**config.mk**
```make
export PLATFORM = sky130hd
export DESIGN_NAME = batx_array
export DESIGN_NICKNAME = d
export VERILOG_FILES = /design/src/rtl/batx_pkg.sv /design/src/rtl/batx_regs.sv /design/src/rtl/batx_match.sv /design/src/rtl/batx_select.sv /design/src/rtl/batx_array.sv
export SDC_FILE = /design/constraint.sdc
export NUM_CORES = 1
export LEC_CHECK = 0
export CORE_MARGIN = 3
export CORE_UTILIZATION = 55
export DETAILED_ROUTE_END_ITERATION = 10
export MAX_ROUTING_LAYER = met4
export PLACE_DENSITY_LB_ADDON = 0.1
export RECOVER_POWER = 25
export SYNTH_ARGS = -nofsm -noshare
export SYNTH_HDL_FRONTEND = slang
export SYNTH_SLANG_ARGS = --single-unit
```
**constraint.sdc**
```tcl
create_clock -name clk -period 3.6 [get_ports clk]
set_clock_uncertainty 0.1 [all_clocks]
set_input_delay 0.36 -clock clk [delete_from_list [all_inputs] [get_ports clk]]
set_output_delay 0.36 -clock clk [all_outputs]
set_load 0.01 [all_outputs]
```
**src/rtl/batx_pkg.sv**
```systemverilog
package batx_pkg;
    localparam int VA_W    = 32;
    localparam int BLK_LSB = 17;
    localparam int MASK_W  = 11;
    localparam int TAG_W   = VA_W - BLK_LSB;

    typedef struct packed {
        logic [TAG_W-1:0]  ebase;
        logic [TAG_W-1:0]  pbase;
        logic [MASK_W-1:0] bmask;
        logic              sup_ok;
        logic              usr_ok;
        logic              rdonly;
        logic              guarded;
    } batx_entry_t;

    typedef struct packed {
        logic            hit;
        logic [VA_W-1:0] pa;
        logic            rdonly;
        logic            guarded;
        logic            viol;
    } batx_result_t;

    function automatic logic [TAG_W-1:0] widen_mask(input logic [MASK_W-1:0] m);
        return {{(TAG_W-MASK_W){1'b0}}, m};
    endfunction
endpackage

```
**src/rtl/batx_regs.sv**
```systemverilog
module batx_regs
    import batx_pkg::*;
#(
    parameter int N_ENT = 4,
    localparam int IDX_W = (N_ENT > 1) ? $clog2(N_ENT) : 1
) (
    input  logic                     clk,
    input  logic                     rst,
    input  logic                     wr_en,
    input  logic [IDX_W-1:0]         wr_idx,
    input  batx_entry_t              wr_data,
    output batx_entry_t [N_ENT-1:0]  ent_q
);
    for (genvar g = 0; g < N_ENT; g++) begin : g_ent
        always_ff @(posedge clk) begin
            if (rst) begin
                ent_q[g] <= '0;
            end else if (wr_en && (wr_idx == IDX_W'(g))) begin
                ent_q[g] <= wr_data;
            end
        end
    end

    function automatic logic any_enabled(input batx_entry_t [N_ENT-1:0] e);
        logic r;
        r = 1'b0;
        for (int i = 0; i < N_ENT; i++) r = r | e[i].sup_ok | e[i].usr_ok;
        return r;
    endfunction


    reset_clears_chk: assert property (@(posedge clk) disable iff (rst)
        $past(rst) |-> !any_enabled(ent_q));


    hold_without_write_chk: assert property (@(posedge clk) disable iff (rst)
        (!$past(rst) && !$past(wr_en)) |-> $stable(ent_q));
endmodule

```
**src/rtl/batx_match.sv**
```systemverilog
module batx_match
    import batx_pkg::*;
#(
    parameter int N_ENT = 4
) (
    input  batx_entry_t [N_ENT-1:0] ent,
    input  logic [TAG_W-1:0]        ea_tag,
    input  logic                    is_super,
    output logic [N_ENT-1:0]        hit_vec
);
    for (genvar g = 0; g < N_ENT; g++) begin : g_cmp
        logic [TAG_W-1:0] care;
        logic             tag_eq;
        logic             mode_ok;
        always_comb begin
            care    = ~widen_mask(ent[g].bmask);
            tag_eq  = ((ea_tag ^ ent[g].ebase) & care) == '0;
            mode_ok = is_super ? ent[g].sup_ok : ent[g].usr_ok;
            hit_vec[g] = tag_eq & mode_ok;
        end
    end
endmodule

```
**src/rtl/batx_select.sv**
```systemverilog
module batx_select
    import batx_pkg::*;
#(
    parameter int N_ENT = 4,
    localparam int IDX_W = (N_ENT > 1) ? $clog2(N_ENT) : 1
) (
    input  batx_entry_t [N_ENT-1:0] ent,
    input  logic [N_ENT-1:0]        hit_vec,
    input  logic [VA_W-1:0]         ea,
    input  logic                    is_write,
    output batx_result_t            res
);
    logic [IDX_W-1:0] sel;
    logic             any;
    batx_entry_t      pick;
    logic [TAG_W-1:0] keep;

    always_comb begin
        sel = '0;
        any = 1'b0;
        for (int i = N_ENT - 1; i >= 0; i--) begin
            if (hit_vec[i]) begin
                sel = IDX_W'(i);
                any = 1'b1;
            end
        end
        pick = ent[sel];
        keep = widen_mask(pick.bmask);
        res  = '0;
        if (any) begin
            res.hit     = 1'b1;
            res.pa      = {(pick.pbase & ~keep) | (ea[VA_W-1:BLK_LSB] & keep),
                           ea[BLK_LSB-1:0]};
            res.rdonly  = pick.rdonly;
            res.guarded = pick.guarded;
            res.viol    = pick.rdonly & is_write;
        end
    end
endmodule

```
**src/rtl/batx_array.sv**
```systemverilog
module batx_array
    import batx_pkg::*;
#(
    parameter int N_ENT = 4,
    localparam int IDX_W = (N_ENT > 1) ? $clog2(N_ENT) : 1
) (
    input  logic              clk,
    input  logic              rst,
    input  logic              wr_en,
    input  logic [IDX_W-1:0]  wr_idx,
    input  logic [TAG_W-1:0]  wr_ebase,
    input  logic [TAG_W-1:0]  wr_pbase,
    input  logic [MASK_W-1:0] wr_mask,
    input  logic              wr_sup_ok,
    input  logic              wr_usr_ok,
    input  logic              wr_rdonly,
    input  logic              wr_guarded,
    input  logic [VA_W-1:0]   lk_ea,
    input  logic              lk_super,
    input  logic              lk_write,
    output logic              lk_hit,
    output logic [VA_W-1:0]   lk_pa,
    output logic              lk_rdonly,
    output logic              lk_guarded,
    output logic              lk_viol
);
    batx_entry_t               wr_data;
    batx_entry_t [N_ENT-1:0]   ent_q;
    logic        [N_ENT-1:0]   hit_vec;
    batx_result_t              res;

    always_comb begin
        wr_data.ebase   = wr_ebase;
        wr_data.pbase   = wr_pbase;
        wr_data.bmask   = wr_mask;
        wr_data.sup_ok  = wr_sup_ok;
        wr_data.usr_ok  = wr_usr_ok;
        wr_data.rdonly  = wr_rdonly;
        wr_data.guarded = wr_guarded;
    end

    batx_regs #(.N_ENT(N_ENT)) u_regs (
        .clk(clk), .rst(rst), .wr_en(wr_en), .wr_idx(wr_idx),
        .wr_data(wr_data), .ent_q(ent_q)
    );

    batx_match #(.N_ENT(N_ENT)) u_match (
        .ent(ent_q), .ea_tag(lk_ea[VA_W-1:BLK_LSB]), .is_super(lk_super),
        .hit_vec(hit_vec)
    );

    batx_select #(.N_ENT(N_ENT)) u_sel (
        .ent(ent_q), .hit_vec(hit_vec), .ea(lk_ea), .is_write(lk_write),
        .res(res)
    );

    assign lk_hit     = res.hit;
    assign lk_pa      = res.pa;
    assign lk_rdonly  = res.rdonly;
    assign lk_guarded = res.guarded;
    assign lk_viol    = res.viol;


    miss_quiet_chk: assert property (@(posedge clk) disable iff (rst)
        !lk_hit |-> (lk_pa == '0 && !lk_rdonly && !lk_guarded && !lk_viol));


    viol_needs_write_hit_chk: assert property (@(posedge clk) disable iff (rst)
        lk_viol |-> (lk_hit && lk_write && lk_rdonly));


    offset_passthru_chk: assert property (@(posedge clk) disable iff (rst)
        lk_hit |-> (lk_pa[BLK_LSB-1:0] == lk_ea[BLK_LSB-1:0]));


    lowest_wins_chk: assert property (@(posedge clk) disable iff (rst)
        hit_vec[0] |-> (lk_guarded == ent_q[0].guarded &&
                        lk_pa[VA_W-1:VA_W-4] == ent_q[0].pbase[TAG_W-1:TAG_W-4]));


    hit_has_match_chk: assert property (@(posedge clk) disable iff (rst)
        lk_hit |-> (hit_vec != '0));
endmodule

```
==> results of run 1 <==
## per-layer routing
metal	track usage (%)	vias up	wire (um)
met3	8.767	142	3046
met1	46.70	4341	12370
met5	-	-	0
met2	57.74	558	15120
li1	-	4214	-
met4	16.74	0	1793
## per-stage QoR
stage / setup TNS, ns / cells / instance area, sq um / util, %
6_report: -1.547 / 1558 / 12270 / 80.12
5_1_grt: -2.931 / 1558 / 12270 / 80.12
4_1_cts: -2.540 / 1554 / 11990 / 78.28
3_5_place_dp: -20.21 / 1504 / 10910 / 71.22
3_3_place_gp: -17.62 / 1504 / 10910 / 71.22
2_1_floorplan: 0 / 1111 / 8657 / -
## timing repair
action | CTS | global route
pin swaps | 44 | 29
buffers inserted | 21 | 6
resized for setup | 197 | 72
setup endpoints to repair | 36 | 23
gates cloned | 2 | 1
## cells by family (layout without fill, tap and decap cells)
| logic type | count (synthesis) | count (layout) | share of synthesized area, % |
|---|---|---|---|
| buffers and inverters | 100 | 335 | 5.044 |
| multiplexers | 22 | 22 | 5.087 |
| flip-flops | 180 | 180 | 41.62 |
| XOR/XNOR | 60 | 60 | 6.417 |
| AND/OR/NAND/NOR | 471 | 471 | 22.78 |
| AO/OA/AOI/OAI | 278 | 279 | 19.05 |
## cell type report
cell class | count | area, sq um | area share [%]
Inverter | 16 | 60.06 | 0.4894
Timing Repair Buffer | 289 | 2551 | 20.79
Tap cell | 211 | 264.0 | 2.152
Clock buffer | 17 | 425.4 | 3.467
Sequential cell | 180 | 3627 | 29.56
Clock inverter | 13 | 171.4 | 1.397
Multi-Input combinational cell | 832 | 5171 | 42.14
## report_power, final
| group | total [mW] | internal (mW) | switching [mW] |
|---|---|---|---|
| Sequential | 2.11 | 2.06 | 0.0533 |
| Combinational | 0.655 | 0.308 | 0.347 |
| Clock | 1.93 | 1.10 | 0.836 |
| Total | 4.70 | 3.46 | 1.24 |
## placed cells by master (no fill, tap or decap), types with 11 or more instances in the layout
cell,instances
nand2_1,395
dlygate4sd2_1,23
clkbuf_16,18
xnor2_2,31
xnor2_1,18
clkdlybuf4s50_1,64
o22ai_1,33
a21oi_1,183
mux4_2,15
buf_4,141
buf_2,14
and2_1,18
dfxtp_1,165
inv_1,16
dfxtp_2,13
a211oi_1,11
buf_6,24
## worst min-delay path by stage
| stage | end | slack (ns) | cells after the start |
|---|---|---|---|
| floorplan | u_regs.ent_q[137]$_SDFFE_PP0P_ | 0.33 | 2 |
| global placement | u_regs.ent_q[116]$_SDFFE_PP0P_ | 0.34 | 2 |
| detailed placement | u_regs.ent_q[92]$_SDFFE_PP0P_ | 0.35 | 2 |
| CTS | u_regs.ent_q[164]$_SDFFE_PP0P_ | 0.32 | 2 |
| global route | u_regs.ent_q[164]$_SDFFE_PP0P_ | 0.35 | 2 |
| finish | u_regs.ent_q[162]$_SDFFE_PP0P_ | 0.33 | 2 |
==> results.txt, run 1 <==
----------------------------------------------------
[Global route]
  First-pass GRT wire length ... 49,180 um
  Maximum number of pins on one net before global-route repair ... 100
  Total routing resource utilization after global routing ... 37.30%
  Initial antenna violation count ... 0
  Number of global-route vias before repair ... 8,640
  Overflow left after global routing ... 0

[Floorplan]
  Std cell rows ... 45
  Die height ... 131.5 um
  DIE AREA ... 0.01728 sq mm
  Boundary Pins ... 120
  Initial Utilization ... 56.53%
  Core area ... 0.01531 sq mm
  Chip Width ... 131.5 um

[Clocking]
  TritonCTS Sinks ... 180
  CTS Root Buffer Type ... clkbuf_16
  Total of hold buffers inserted after clock tree synthesis ... 0
  Maximum level of the CTS H-tree ... 4
  TritonCTS clock tree ... built
  Insertion delay of the later-clocked pin in the worst-skew pair ... 0.43 ns
  Number of CTS-inserted buffers ... 17
  Longest Clk Path Bufs ... 2
  Clock input transition at the sequential cells of the worst setup and hold paths ... 0.07 ns

[Power and ir drop]
  Overall power consumption ... 4.698 mW
  Static power due to leakage ... 4.668 nW
  Power density cells ... 382.9 mW/mm^2
  IR drop worst, VDD ... 0.3783 mV

[Worst setup path]
  Worst path bufs/invs ... 6
  CP top delay family ... buffers and inverters
  CP endpoint ... lk_pa[24]
  Req. time, crit path ... 3.14 ns
  R2R Setup Slk ... 2.54 ns
  Critical path, cell by cell ... dlygate4sd2_1 > xnor2_1 > buf_4 > nor2_1 > or4_4 > buf_4 > a311oi_4 > o21ai_4 > buf_4 > buf_6 > mux4_2 > a311o_1 > a21oi_2 > buf_2
  Endpoint of the most critical register-to-register path ... u_regs.ent_q[145]$_SDFFE_PP0P_
  Startpoint of the worst-slack reg-to-reg timing path ... u_regs.ent_q[145]$_SDFFE_PP0P_
  Worst Setup SP ... lk_ea[17]
  Most common cell type on the critical path ... buf_4
  Critical Path Fanout Max ... 4
  Crit Path Category ... input port to output port
  Slowest Stage Delay on Critical Path ... 0.52 ns
  Cell with the largest stage delay on the worst path ... or4_4
  Worst R2R Path Depth ... 3
  Worst Setup End Kind ... output port
  Arrival time of the worst setup path ... 3.35 ns
  Kind of start point of the critical path ... input port
  Crit. path cell count ... 14

[Timing]
  Count of pins over their slew limit ... 0
  Worst hold slack ... 0.3306 ns
  Slew of the pin with the lowest slew margin ... 1.298 ns
  Minimum clock period after layout ... 3.814 ns
  Worst setup margin ... -0.2141 ns
  Final setup violation count ... 12
  Endpoints failing hold ... 0
  F_max ... 0.2622 GHz
  Worst slew margin relative to its limit ... 13.49%
  Setup repair after global routing missed its margin ... yes
  Tcrit/Tclk final ... 105.9%

[Synthesis]
  Post-synthesis instance area ... 0.008657 sq mm
  Synth area leaders ... dfxtp_1, nand2_1, a21oi_1
  Top cells by count, synth ... nand2_1, a21oi_1, dfxtp_1, clkbuf_1, xnor2_1
  Number of warnings reported in the yosys synthesis log ... 0
  Proportion of synthesized chip area in sequential cells ... 41.62%
  Top cell type's share of synthesized area ... 41.62%
  Dominant cell type by area after synthesis ... dfxtp_1
  Most frequently used flop master after synthesis ... dfxtp_1
  Number of enable-type register cells in the synthesized netlist ... 0
  Fraction of registers with async set/reset ... 0%
  Synthesized instance count ... 1,111
  Post-Syn Area per Cell ... 7.792 sq um
  Syn nets ... 1,195
  Register bit count reported by yosys ... 180
  Count of different cell masters after synthesis ... 51
  Cell with the most instances after synthesis ... nand2_1

[Drt]
  Vias per cell ... 5.940
  Total number of vias ... 9,255
  Remaining DRCs ... 0
  Initial DRT Pass Iterations ... 8
  Aggregate routed wire length ... 32,330 um
  Post-DR wirelength/cell ... 20.75 um
  Number of DRC violations after detailed-routing iteration 0 ... 1,129
  Count of antenna-violating nets left after detailed routing ... 0

[Layout]
  Top Registers ... u_regs.ent_q x180
  Layout net count ... 1,420
  Fraction of final layout cells sized beyond drive strength 1 ... 25.84%
  Largest reg by FF count ... u_regs.ent_q
  Total of fill cells in the finished design ... 1,055
  Inserted Diodes ... 0
  P&R area growth vs syn ... 41.74%
  Flip-flop count of the largest register, all copies and words added ... 180

[Placement]
  Gp weighted congestion ... 1.027
  Place WS ... -1.049 ns
  HPWL after DPL ... 22,000 um
  # port buffers ... 119

[Worst hold path]
  Path category of the worst min-delay check ... input port to register
  Worst Min Path Start ... rst

[Run status]
  Failing checks ... setup timing
  Result of the run ... complete, but fails checks

[Flow run]
  Max-Cap Viols ... 0

----------------------------------------------------
No activity file was read; power rests on OpenSTA's default activity.
==> inputs of run 2 (changes only) <==
Settings changed: GPL_TIMING_DRIVEN set to 0, REMOVE_ABC_BUFFERS set to 1.
==> run 2 against run 1 <==
  * The flow still finishes with violations (setup timing)
  * First-iteration DRC count down 1.1%
  * Via count down 3.6%
  * Core utilization shrank 3.0 points
  * Largest cell class unchanged
  * Register-to-register slack better by 0.10 ns
  * Worst setup slack worse by 0.068 ns
  * Cell count down 5.8%
  * Clock power is 7% higher
==> results.txt, run 2 (same netlist as run 1, synthesis figures left out) <==
----------------------------------------------------
[Layout]
  Layout net count ... 1,328 (was 1,420)
  P&R area growth vs syn ... 36.48% (was 41.74%)
  Highest-count cells in the layout ignoring fill and taps ... nand2_1, a21oi_1, dfxtp_1 (unchanged)
  Fraction of final layout cells sized beyond drive strength 1 ... 21.48% (was 25.84%)
  Largest reg by FF count ... u_regs.ent_q (unchanged)
  Top Registers ... u_regs.ent_q x180 (unchanged)
  Most frequent standard cell in the layout excluding fill and tap cells ... nand2_1 (unchanged)
  Inserted Diodes ... 0 (unchanged)
  Layout Cells excl Fill ... 1,468 (was 1,558)
  Flip-flop count of the largest register, all copies and words added ... 180 (unchanged)

[Worst setup path]
  Crit Path Category ... input port to output port (unchanged)
  Kind of start point of the critical path ... input port (unchanged)
  Cell with the largest stage delay on the worst path ... or4_4 (unchanged)
  Worst Setup End Kind ... output port (unchanged)
  Critical path, cell by cell ... dlygate4sd2_1 > xnor2_1 > nor2_1 > or4_4 > a311oi_4 > buf_4 > o21ai_4 > buf_6 > mux4_2 > a311o_1 > a21oi_2 > buf_2 (was dlygate4sd2_1 > xnor2_1 > buf_4 > nor2_1 > or4_4 > buf_4 > a311oi_4 > o21ai_4 > buf_4 > buf_6 > mux4_2 > a311o_1 > a21oi_2 > buf_2)
  CP top delay family ... compound AO/OA/AOI/OAI gates (was buffers and inverters)
  R2R Setup Slk ... 2.64 ns (was 2.54 ns)
  Slowest Stage Delay on Critical Path ... 0.59 ns (was 0.52 ns)
  Arrival time of the worst setup path ... 3.42 ns (was 3.35 ns)
  Worst path bufs/invs ... 4 (was 6)
  Req. time, crit path ... 3.14 ns (about the same)
  Critical Path Fanout Max ... 6 (was 4)

[Placement]
  # port buffers ... 119 (unchanged)
  Placed Cells ... 1,370 (was 1,504)
  HPWL after DPL ... 18,050 um (was 22,000 um)
  Gp weighted congestion ... 0.9750 (was 1.027)

[Clocking]
  Maximum level of the CTS H-tree ... 4 (unchanged)
  CTS Root Buffer Type ... clkbuf_16 (unchanged)
  Total of hold buffers inserted after clock tree synthesis ... 0 (unchanged)
  Longest Clk Path Bufs ... 2 (unchanged)
  Number of CTS-inserted buffers ... 17 (unchanged)
  TritonCTS clock tree ... built (unchanged)
  TritonCTS Sinks ... 180 (unchanged)
  Insertion delay of the later-clocked pin in the worst-skew pair ... 0.44 ns (was 0.43 ns)
  Clock input transition at the sequential cells of the worst setup and hold paths ... 0.07 ns (about the same)

[Global route]
  Initial antenna violation count ... 0 (unchanged)
  Met3 track demand over resource in global routing ... 7.389% (was 8.767%)
  Global route hottest layer ... met2 (unchanged)
  Total routing resource utilization after global routing ... 34.94% (was 37.30%)
  Maximum number of pins on one net before global-route repair ... 118 (was 100)
  Met1 usage in global routing ... 44.79% (was 46.70%)
  Number of global-route vias before repair ... 8,507 (was 8,640)
  First-pass GRT wire length ... 46,650 um (was 49,180 um)
  Overflow left after global routing ... 0 (unchanged)
  Global routing met2 resource utilization ... 53.18% (was 57.74%)

[Floorplan]
  Core area ... 0.01531 sq mm (unchanged)
  Initial Utilization ... 56.53% (unchanged)
  Boundary Pins ... 120 (unchanged)
  Chip Width ... 131.5 um (unchanged)
  Std cell rows ... 45 (unchanged)
  Die height ... 131.5 um (unchanged)
  DIE AREA ... 0.01728 sq mm (unchanged)

[Power and ir drop]
  Static power due to leakage ... 4.350 nW (was 4.668 nW)
  NetSw ... 1.203 mW (was 1.236 mW)
  Pint ... 3.554 mW (was 3.462 mW)
  Power density cells ... 402.6 mW/mm^2 (was 382.9 mW/mm^2)
  Part of the total power dissipated in the clock network ... 43.6% (was 41.1%)
  Overall power consumption ... 4.757 mW (was 4.698 mW)
  Proportion of total power due to net switching ... 25.28% (was 26.31%)
  Sequential share of power ... 44.5% (was 44.9%)
  Logic gate share of total power ... 11.9% (was 13.9%)
  IR drop worst, VDD ... 0.4632 mV (was 0.3783 mV)

[Drt]
  Number of DRC violations after detailed-routing iteration 0 ... 1,117 (was 1,129)
  Vias per cell ... 6.077 (was 5.940)
  Aggregate routed wire length ... 30,170 um (was 32,330 um)
  Remaining DRCs ... 0 (unchanged)
  Post-DR wirelength/cell ... 20.55 um (was 20.75 um)
  Count of antenna-violating nets left after detailed routing ... 0 (unchanged)
  Total number of vias ... 8,921 (was 9,255)
  Initial DRT Pass Iterations ... 6 (was 8)

[Timing]
  Worst setup margin ... -0.2818 ns (was -0.2141 ns)
  Slew of the pin with the lowest slew margin ... 1.423 ns (was 1.298 ns)
  Count of pins over their slew limit ... 0 (unchanged)
  Setup Total Neg Slack ... -2.704 ns (was -1.547 ns)
  Worst slew margin relative to its limit ... 4.858% (was 13.49%)
  F_max ... 0.2576 GHz (was 0.2622 GHz)
  Setup repair after global routing missed its margin ... yes (unchanged)
  Worst hold slack ... 0.2399 ns (was 0.3306 ns)
  Minimum clock period after layout ... 3.882 ns (was 3.814 ns)
  Tcrit/Tclk final ... 107.8% (was 105.9%)
  Final setup violation count ... 18 (was 12)
  Endpoints failing hold ... 0 (unchanged)

[Run status]
  Result of the run ... complete, but fails checks (unchanged)
  Failing checks ... setup timing (unchanged)

[Flow run]
  Max-Cap Viols ... 0 (unchanged)

[Worst hold path]
  Path category of the worst min-delay check ... input port to register (unchanged)

----------------------------------------------------
[run 2: cell count changes in the layout (fill, tap and decap cells not counted), moves of 4 or more]
cell             before  now
buf_4               141   43
inv_6                 5    1
buf_6                24   19
clkdlybuf4s50_1      64   71
nand2_2               0    4
dlymetal6s2s_1        5   12
nand2_1             395  390
xnor2_1              18   14
dlygate4sd2_1        23    6
clkbuf_8              0    4
dfxtp_1             165  169
clkdlybuf4s15_2       2   10
[run 2: layout make-up]
cell class	count	area, sq um
Clock buffer	22	484.2
Timing Repair inverter	2	15.01
Inverter	16	63.81
Tap cell	211	264.0
Clock inverter	10	168.9
Fill cell	1111	3500
Multi-Input combinational cell	834	5278
Timing Repair Buffer	193	1924
Sequential cell	180	3617
[run 2: final timing paths]
kind         cells past startpoint                              to                            from
max                             12                       lk_pa[25]                       lk_ea[27]
min                              2  u_regs.ent_q[126]$_SDFFE_PP0P_                             rst
max reg2reg                      2   u_regs.ent_q[11]$_SDFFE_PP0P_   u_regs.ent_q[11]$_SDFFE_PP0P_
min reg2reg                      2  u_regs.ent_q[164]$_SDFFE_PP0P_  u_regs.ent_q[164]$_SDFFE_PP0P_
[run 2: power groups by stage]
stage | clock network, mW | logic (mW) | registers [mW]
2_1_floorplan | 0 | 0.222 | 2.13
3_3_place_gp | 0 | 0.474 | 2.15
3_5_place_dp | 0 | 0.490 | 2.15
4_1_cts | 2.07 | 0.536 | 2.11
5_1_grt | 2.16 | 0.601 | 2.12
6_report | 2.07 | 0.567 | 2.11
[run 2: routing by layer]
| metal | wire, um | vias up |
|---|---|---|
| met4 | 1187 | 0 |
| met5 | 0 | - |
| met3 | 3213 | 103 |
| met2 | 14280 | 581 |
| li1 | - | 4046 |
| met1 | 11490 | 4191 |
[run 2: metrics by stage]
stage / instance area (sq um) / utilization, % / setup slack (ns)
floorplan: 8280 / - / 0.1859
global placement: 9736 / 63.57 / -2.857
detailed placement: 10010 / 65.39 / -1.669
CTS: 11530 / 75.27 / -0.1293
global route: 11820 / 77.15 / -0.3068
finish: 11820 / 77.15 / -0.2818
[run 2: timing repair]
item | in CTS | in global routing
setup endpoints to repair | 36 | 36
gates cloned | 5 | 0
pin swaps | 56 | 29
buffers inserted | 43 | 19
resized for setup | 218 | 56
==> inputs of run 3 (changes only) <==
Settings changed: GPL_ROUTABILITY_DRIVEN set to 0.
==> results of run 3 <==
The final DEF is identical to that of run 2; final timing and power are the same.
